==> config.mk <==
export PLATFORM = sky130hd
export DESIGN_NAME = spi_regwr_target
export DESIGN_NICKNAME = d
export VERILOG_FILES = /design/src/rtl/spi_regwr_pkg.sv /design/src/rtl/spi_regwr_sync.sv /design/src/rtl/spi_regwr_shift.sv /design/src/rtl/spi_regwr_hold.sv /design/src/rtl/spi_regwr_target.sv
export SDC_FILE = /design/constraint.sdc
export NUM_CORES = 1
export LEC_CHECK = 0
export BUFFER_PORTS_ARGS = -buffer_cell sky130_fd_sc_hd__buf_2
export CORE_MARGIN = 2
export CORE_UTILIZATION = 46
export CTS_CLUSTER_SIZE = 30
export DETAILED_ROUTE_END_ITERATION = 8
export PLACE_DENSITY_LB_ADDON = 0.12
export SYNTH_ARGS = -nofsm -noshare
export SYNTH_HDL_FRONTEND = slang
export SYNTH_HIERARCHICAL = 1
export SYNTH_SLANG_ARGS = --single-unit
==> constraint.sdc <==
create_clock -name clk -period 4.5 [get_ports clk]
set_clock_uncertainty 0.1 [all_clocks]
set_input_delay 0.9 -clock clk [delete_from_list [all_inputs] [get_ports clk]]
set_output_delay 0.9 -clock clk [all_outputs]
set_load 0.01 [all_outputs]
==> src/rtl/spi_regwr_pkg.sv <==
package spi_regwr_pkg;
  localparam int BYTE_W = 8;

  typedef enum logic [2:0] {
    PH_IDLE,
    PH_OPCODE,
    PH_ADDR_HI,
    PH_ADDR_LO,
    PH_DATA,
    PH_READ,
    PH_DISCARD
  } phase_e;
endpackage

==> src/rtl/spi_regwr_sync.sv <==
module spi_regwr_sync #(
  parameter int       W       = 3,
  parameter int       STAGES  = 2,
  parameter logic [W-1:0] RST_VAL = '0
) (
  input  logic         clk,
  input  logic         rst,
  input  logic [W-1:0] d_in,
  output logic [W-1:0] q
);
  logic [W-1:0] stage [STAGES];

  always_ff @(posedge clk) begin
    if (rst) stage[0] <= RST_VAL;
    else     stage[0] <= d_in;
  end

  for (genvar i = 1; i < STAGES; i++) begin : g_chain
    always_ff @(posedge clk) begin
      if (rst) stage[i] <= RST_VAL;
      else     stage[i] <= stage[i-1];
    end
  end

  assign q = stage[STAGES-1];
endmodule

==> src/rtl/spi_regwr_shift.sv <==
module spi_regwr_shift
  import spi_regwr_pkg::*;
(
  input  logic              clk,
  input  logic              rst,
  input  logic              clr,
  input  logic              sck_rise,
  input  logic              sck_fall,
  input  logic              mosi,
  input  logic              load_en,
  input  logic [BYTE_W-1:0] load_byte,
  output logic              byte_done,
  output logic [BYTE_W-1:0] rx_byte,
  output logic              miso
);
  localparam int CNT_W = $clog2(BYTE_W);

  logic [CNT_W-1:0]  bit_cnt;
  logic [BYTE_W-1:0] rx_sr;
  logic [BYTE_W-1:0] tx_sr;

  always_ff @(posedge clk) begin
    if (rst) rx_byte <= '0;
    else if (sck_rise && bit_cnt == CNT_W'(BYTE_W-1))
      rx_byte <= {rx_sr[BYTE_W-2:0], mosi};
  end

  always_ff @(posedge clk) begin
    if (rst || clr) begin
      bit_cnt   <= '0;
      rx_sr     <= '0;
      tx_sr     <= '0;
      miso      <= 1'b0;
      byte_done <= 1'b0;
    end else begin
      byte_done <= 1'b0;
      if (sck_rise) begin
        rx_sr <= {rx_sr[BYTE_W-2:0], mosi};
        if (bit_cnt == CNT_W'(BYTE_W-1)) begin
          bit_cnt   <= '0;
          byte_done <= 1'b1;
        end else begin
          bit_cnt <= bit_cnt + 1'b1;
        end
      end
      if (load_en) begin
        tx_sr <= load_byte;
      end else if (sck_fall) begin
        miso  <= tx_sr[BYTE_W-1];
        tx_sr <= {tx_sr[BYTE_W-2:0], 1'b0};
      end
    end
  end
endmodule

==> src/rtl/spi_regwr_hold.sv <==
module spi_regwr_hold #(
  parameter int CYCLES = 16
) (
  input  logic clk,
  input  logic rst,
  input  logic start,
  output logic busy
);
  localparam int CNT_W = $clog2(CYCLES + 1);

  logic [CNT_W-1:0] remain;

  always_ff @(posedge clk) begin
    if (rst) begin
      busy   <= 1'b0;
      remain <= '0;
    end else if (start) begin
      busy   <= 1'b1;
      remain <= CNT_W'(CYCLES - 1);
    end else if (busy) begin
      if (remain == '0) busy <= 1'b0;
      else              remain <= remain - 1'b1;
    end
  end
endmodule

==> src/rtl/spi_regwr_target.sv <==
module spi_regwr_target
  import spi_regwr_pkg::*;
#(
  parameter int          ADDR_W      = 16,
  parameter int          SYNC_STAGES = 2,
  parameter int          BUSY_CYCLES = 16,
  parameter logic [7:0]  OP_WRITE    = 8'h0D,
  parameter logic [7:0]  OP_PTR_READ = 8'h1E
) (
  input  logic              clk,
  input  logic              rst,
  input  logic              spi_sck,
  input  logic              spi_mosi,
  input  logic              spi_cs_n,
  output logic              spi_miso,
  output logic              busy,
  output logic              wr_en,
  output logic [ADDR_W-1:0] wr_addr,
  output logic [7:0]        wr_data
);
  localparam int PTR_EXT_W = 2 * BYTE_W;

  logic [2:0] pins_s;
  logic       cs_s, sck_s, mosi_s;
  logic       cs_q, sck_q;
  logic       cs_fall, cs_rise, sck_rise, sck_fall;

  spi_regwr_sync #(.W(3), .STAGES(SYNC_STAGES), .RST_VAL(3'b100)) u_sync (
    .clk  (clk),
    .rst  (rst),
    .d_in ({spi_cs_n, spi_sck, spi_mosi}),
    .q    (pins_s)
  );

  assign cs_s   = pins_s[2];
  assign sck_s  = pins_s[1];
  assign mosi_s = pins_s[0];

  always_ff @(posedge clk) begin
    if (rst) begin
      cs_q  <= 1'b1;
      sck_q <= 1'b0;
    end else begin
      cs_q  <= cs_s;
      sck_q <= sck_s;
    end
  end

  assign cs_fall  = cs_q & ~cs_s;
  assign cs_rise  = ~cs_q & cs_s;
  assign sck_rise = ~sck_q & sck_s & ~cs_s;
  assign sck_fall = sck_q & ~sck_s & ~cs_s;

  logic              byte_done;
  logic [BYTE_W-1:0] rx_byte;
  logic              load_en;
  logic [BYTE_W-1:0] load_byte;

  spi_regwr_shift u_shift (
    .clk       (clk),
    .rst       (rst),
    .clr       (cs_fall),
    .sck_rise  (sck_rise),
    .sck_fall  (sck_fall),
    .mosi      (mosi_s),
    .load_en   (load_en),
    .load_byte (load_byte),
    .byte_done (byte_done),
    .rx_byte   (rx_byte),
    .miso      (spi_miso)
  );

  phase_e             phase;
  logic [ADDR_W-1:0]  ptr_q;
  logic [BYTE_W-1:0]  addr_hi;
  logic               rd_lo;
  logic               got_byte;
  logic [PTR_EXT_W-1:0] ptr_ext;

  assign ptr_ext = PTR_EXT_W'(ptr_q);

  spi_regwr_hold #(.CYCLES(BUSY_CYCLES)) u_hold (
    .clk   (clk),
    .rst   (rst),
    .start (cs_rise & got_byte),
    .busy  (busy)
  );

  always_comb begin
    load_en   = 1'b0;
    load_byte = ptr_ext[PTR_EXT_W-1:BYTE_W];
    if (byte_done) begin
      if (phase == PH_OPCODE && rx_byte == OP_PTR_READ) begin
        load_en = 1'b1;
      end else if (phase == PH_READ) begin
        load_en   = 1'b1;
        load_byte = rd_lo ? ptr_ext[BYTE_W-1:0] : ptr_ext[PTR_EXT_W-1:BYTE_W];
      end
    end
  end

  always_ff @(posedge clk) begin
    if (rst) begin
      phase    <= PH_IDLE;
      ptr_q    <= '0;
      addr_hi  <= '0;
      rd_lo    <= 1'b0;
      got_byte <= 1'b0;
      wr_en    <= 1'b0;
      wr_addr  <= '0;
      wr_data  <= '0;
    end else begin
      wr_en <= 1'b0;
      if (cs_fall) begin
        got_byte <= 1'b0;
        rd_lo    <= 1'b0;
        phase    <= busy ? PH_DISCARD : PH_OPCODE;
      end else if (cs_rise) begin
        phase <= PH_IDLE;
      end else if (byte_done) begin
        if (phase != PH_DISCARD && phase != PH_IDLE) got_byte <= 1'b1;
        case (phase)
          PH_OPCODE: begin
            if (rx_byte == OP_WRITE)         phase <= PH_ADDR_HI;
            else if (rx_byte == OP_PTR_READ) begin
              phase <= PH_READ;
              rd_lo <= 1'b1;
            end else                         phase <= PH_DISCARD;
          end
          PH_ADDR_HI: begin
            addr_hi <= rx_byte;
            phase   <= PH_ADDR_LO;
          end
          PH_ADDR_LO: begin
            ptr_q <= ADDR_W'({addr_hi, rx_byte});
            phase <= PH_DATA;
          end
          PH_DATA: begin
            wr_en   <= 1'b1;
            wr_addr <= ptr_q;
            wr_data <= rx_byte;
            ptr_q   <= ptr_q + 1'b1;
          end
          PH_READ:  rd_lo <= ~rd_lo;
          default:  phase <= phase;
        endcase
      end
    end
  end
endmodule

* Word-level counts from Yosys, hierarchy flattened
Memories as Yosys holds them, arrays and structs flattened.
Cells that the tools add are included.
** Storage, ports and cells
- Register bits :: 90
- Bits in latches :: 0
- Memory bits (writable) :: 6
- Bits in read-only memories :: 0
- Bits of input ports :: 5
- Output and inout port bits :: 27
- Word-level logic and storage cells :: 114
- Memories :: 1
** Memories
- u_sync.stage :: depth 2, width 3, read ports 2, clocked after Yosys merged registers in 0, wr ports 2, line spi_regwr_sync.sv:11 : logic [W-1:0] stage [STAGES];
** Operators by class
- $add $sub $neg :: 3
- Multipliers :: 0
- Div/mod/pow operators :: 0
- Order comparisons :: 0
- Equal/unequal tests :: 12
- Shift operators :: 0
- Mux-type cells :: 34
- Bitwise operators :: 20
- Reductions and logical operators :: 25
** Operators by type and width (number)
- $mux 8 :: 6
- $pmux 16 s2 :: 1
- $mux 3 :: 8
- $add 16x1->16 const B :: 1
- $mux 1 :: 13
- $mux 4 :: 3
- $reduce_and 4->1 :: 3
- $not 1->1 :: 11
- $eq 3x3->1 const B :: 3
- $pmux 3 s3 :: 1
- $eq 8x4->1 const B :: 1
- $eq 8x5->1 const B :: 1
- $reduce_and 2->1 :: 4
- $reduce_bool 2->1 :: 4
- $and 1x1->1 :: 7
- $eq 3x2->1 const B :: 2
- $reduce_bool 3->1 :: 2
- $reduce_or 2->1 :: 3
- $logic_not 5->1 :: 1
- $reduce_and 5->1 :: 1
- $reduce_bool 5->1 :: 1
- $sub 5x1->5 const B :: 1
- $ne 2x1->1 const B :: 2
- $reduce_or 4->1 :: 1
- 10 further kinds :: 13

* Longest topological paths before layout
- Depth after elaboration :: 7
- Depth in mapped cells :: 7
- Mapped depth without buffers :: 6

* Modules after synthesis
The synthesis kept the hierarchy.
** By module, submodules not included
- spi_regwr_target :: instances 1, cells each 335, area each 2755.1 um^2, seq. area each 1121.1 um^2
- spi_regwr_shift :: instances 1, cells each 114, area each 1147.4 um^2, seq. area each 560.5 um^2
- spi_regwr_hold :: instances 1, cells each 33, area each 309.0 um^2, seq. area each 120.1 um^2
- spi_regwr_sync :: instances 1, cells each 12, area each 157.7 um^2, seq. area each 120.1 um^2

* Worst setup path before layout
Ideal clock, no wire load.
- Path type :: reg-to-reg
- Start :: register u_shift.rx_byte[5]
- End :: register u_shift.miso
- Library setup time :: 114 ps
- Arrival :: 1680 ps
- Path slack :: 2606 ps
- Stages on the path, launching flop included :: 8
- Path buffers :: 1
- Period minus slack after synthesis :: 1894 ps
- Cells stage by stage :: dfxtp_1 -> nor4b_1 -> a31o_2 -> and3_1 -> buf_2 -> nand2b_1 -> mux2i_1 -> nor2_1
** Between the ends
- Cells in the longest elaborated chain, start to end :: 6
** RTL lines
- from (decl) :: line spi_regwr_shift.sv:13 : output logic [BYTE_W-1:0] rx_byte,
- from (signal assigned) :: line spi_regwr_shift.sv:25 : rx_byte <= {rx_sr[BYTE_W-2:0], mosi};
- $eq 8x5->1 :: line spi_regwr_target.sv:93 : if (phase == PH_OPCODE && rx_byte == OP_PTR_READ) begin
- $logic_and 1x1->1 :: line spi_regwr_target.sv:93
- $mux 1 :: line spi_regwr_target.sv:93
- $mux 1 :: line spi_regwr_target.sv:92 : if (byte_done) begin
- via load_en :: line spi_regwr_target.sv:56 : logic load_en;
- $not 1->1 (no source line)
- $reduce_and 2->1 (no source line)
- to (signal assigned) :: line spi_regwr_shift.sv:49 : miso <= tx_sr[BYTE_W-1];
- to (decl) :: line spi_regwr_shift.sv:14 : output logic miso
The timed path passes the listed nets, and every way through them passes these cells.
A chain may end at the register's enable or synchronous reset.

* Worst setup path in the final report
- Start :: register phase[2]
- End :: register wr_data[3]
** Between the ends
- Cells in the longest elaborated chain, start to end :: 2
** RTL lines
- from (decl) :: line spi_regwr_target.sv:73 : phase_e phase;
- from (signal assigned) :: line spi_regwr_target.sv:117 : phase <= busy ? PH_DISCARD : PH_OPCODE;
- from (signal assigned) :: line spi_regwr_target.sv:145 : default: phase <= phase;
- $eq 3x3->1 :: line spi_regwr_target.sv:122 : case (phase)
- $reduce_and 4->1 (no source line)
- to (signal assigned) :: line spi_regwr_target.sv:141 : wr_data <= rx_byte;
- to (decl) :: line spi_regwr_target.sv:19 : output logic [7:0] wr_data
No other way between the ends.

==> flow_summary_export.csv <==
group,metric,value,unit
run_status,outcome,"completed",
grt,track_usage,0.209,
final_layout,fin_nets,522,
logic_synthesis,synthesis.nets,507,
timing,report.final.slew_viol_count,0,
detailed_routing,routed_wl,10200,um
detailed_routing,drtAntennaViolNets,0,
logic_synthesis,synth.distinct_cells,58,
placement,dp_hpwl,6900,um
grt,grt_max_degree,54,
timing,slew_headroom,0.227,
logic_synthesis,syn_avg_cell_area,8.84,um2
grt,grt_first_pass_wirelength,16600,um
logic_synthesis,yosysMostFrequentCell,"dfxtp_1",
grt,antenna_found_initial,0,
final_layout,fillers,907,
worst_setup_path,crit_path_start_kind,"flop",
die,pin_count,32,
detailed_routing,vias,3537,
worst_setup_path,crit_required,4.70,ns
die,core_area,0.00924,mm2
detailed_routing,drt-vias-per-instance,5.50,
logic_synthesis,yosys_warnings,6,
final_layout,drive_above_1_share,0.165,
pwr,total_leakage_power,1.64,nW
clocking,cts_sinks,96,
timing,whs,0.331,ns
placement,io_buffer_count,31,
die,fp.dieW,101,um
pwr,vdd_drop_max,0.147,mV
detailed_routing,drc,0,
logic_synthesis,synth.top_cell.area_share,0.440,
worst_setup_path,crit_arrival,2.70,ns
timing,clock.fmax,401,MHz
detailed_routing,drt_iter0_drc,188,
grt,grt_pass1_vias,3150,
timing,tightestPinTransition,1.16,ns
timing,finalSetupViolCount,0,
die,die_h,101,um
timing,rsz0062_at_grt,"false",
clocking,cts_htree_levels,3,
logic_synthesis,yosysTopAreaCell,"dfxtp_1",
logic_synthesis,synth_area_leaders,"dfxtp_1 44%, nand2_1 6.3%, a21oi_1 5.7%",
timing,fin_crit,2.50,ns
worst_hold_path,hold_path.class,"flop to flop",
die,dieArea,0.0103,mm2
logic_synthesis,syn_inst,494,
die,initial_utilization,0.473,
placement,gp_congestion,0.860,
clocking,cts_tree,"done",
logic_synthesis,async_flop_share,0,
clocking,clk_latency,0.37,ns
timing,setup_tns,0,ns
pwr,power_density,310,mW/mm2
logic_synthesis,synth_edf_count,0,
clocking,clk_path_buf_depth,2,
clocking,post_cts_buffers,0,
logic_synthesis,ys_ff_latch,96,
detailed_routing,drtPass1Iterations,4,
worst_setup_path,endpoint_kind,"flop",
worst_setup_path,crit_type,"flop to flop",
timing,finalCritPeriodShare,0.555,
final_layout,antenna_cells,0,
timing,timing.final.hold_violations,0,
pwr,power,1.46,mW
grt,globalRouteOverflowTotal,0,
detailed_routing,wl_per_cell,15.9,um
final_layout,final_util,0.511,
logic_synthesis,ys_seq_area_frac,0.440,
die,rows,35,
logic_synthesis,netlist_area,0.00437,mm2
flow_run,cap_violations,0,
final_layout,multi_input_area,0.00222,mm2
clocking,holdBufCountCts,0,
final_layout,seq_area,0.00192,mm2
logic_synthesis,synth_commonest_cells,"96 x dfxtp_1, 73 x nand2_1, 50 x a21oi_1",
clocking,numCtsBuffers,9,
clocking,root_buffer,"clkbuf_8",
clocking,cts.reportedPaths.clkPinSlew,0.10,ns
worst_setup_path,crit_fanout,30,
logic_synthesis,synth_ff_type,"dfxtp_1",
final_layout,syn_to_final_growth,8.05,%
clocking,cts_resized,0,
## sequential cells by signal, indices dropped and copies added, names as in the netlist, 3 cells and up
name,cells
u_shift/tx_sr,8
ptr_ext,16
u_sync/stage,6
addr_hi,8
u_shift/bit_cnt,3
wr_data,8
u_shift/rx_sr,7
u_shift/rx_byte,8
u_hold/remain,5
phase,3
wr_addr,16
## area by class of cell
class / instances / share of cell area
Tap cell: 129 / 0.0342
Inverter: 10 / 0.00795
Multi-Input combinational cell: 356 / 0.470
Clock buffer: 10 / 0.0292
Sequential cell: 96 / 0.407
Clock inverter: 6 / 0.0109
Timing Repair Buffer: 36 / 0.0408
## path summary, 6_finish.rpt
path	from	to	slack (ns)	depth (start not counted)
max	phase[2]$_SDFFE_PP0P_	wr_data[3]$_SDFFE_PP0P_	2.00	4
min	u_sync/stage[0][2]$_SDFF_PP1_	u_sync/stage[1][2]$_SDFF_PP1_	0.33	1
max reg2reg	phase[2]$_SDFFE_PP0P_	wr_data[3]$_SDFFE_PP0P_	2.00	4
min reg2reg	u_sync/stage[0][2]$_SDFF_PP1_	u_sync/stage[1][2]$_SDFF_PP1_	0.33	1
## critical path, stage by stage, from the launching register on
cell,delay (ns)
dfxtp_1,0.51
or3b_4,0.59
nor2_2,0.83
nand2_1,0.22
a21oi_1,0.17
## cell usage in the layout, fill, tap and decap left out, types with 4 or more instances in the layout
cell type / instances
nand2b_1: 6
inv_1: 10
dfxtp_1: 96
clkbuf_8: 10
nand2_1: 73
o21ai_0: 13
a211oi_1: 4
nor3b_1: 4
nor2_1: 41
buf_4: 5
nor3_1: 7
a21oi_1: 50
mux2i_1: 25
buf_2: 31
nand4_1: 9
o32ai_1: 4
a211oi_2: 4
nand3_1: 20
nor2b_1: 9
nor4_1: 5
mux2_2: 15
ha_1: 8
## routing by layer
metal,up-vias,wire [um],track usage
met5,-,0,0
met2,75,4780,0.335
li1,1772,-,-
met3,10,385,0.0497
met1,1680,4960,0.280
met4,0,98,0.0624
## stage by stage
step	worst slack [ns]	area, um2	std cells
3_5_place_dp	1.97	4530	627
6_report	2.00	4720	643
3_3_place_gp	2.01	4530	627
5_1_grt	1.81	4720	643
4_1_cts	1.96	4720	643
2_1_floorplan	2.61	4370	494
## power breakdown
part | leakage, nW | switching [mW] | internal, mW
clock | 0.0935 | 0.323 | 0.223
combinational | 0.772 | 0.0382 | 0.0175
sequential | 0.775 | 0.00642 | 0.854
total | 1.64 | 0.367 | 1.09
## cells by family after synthesis
logic type | share of synthesized area
AO/OA/AOI/OAI | 0.149
XOR/XNOR | 0.00401
adder cells (fa/ha/maj) | 0.0229
buffers and inverters | 0.0536
flip-flops | 0.440
multiplexers | 0.0959
AND/OR/NAND/NOR | 0.234
Power figures use the tool's default switching activity.
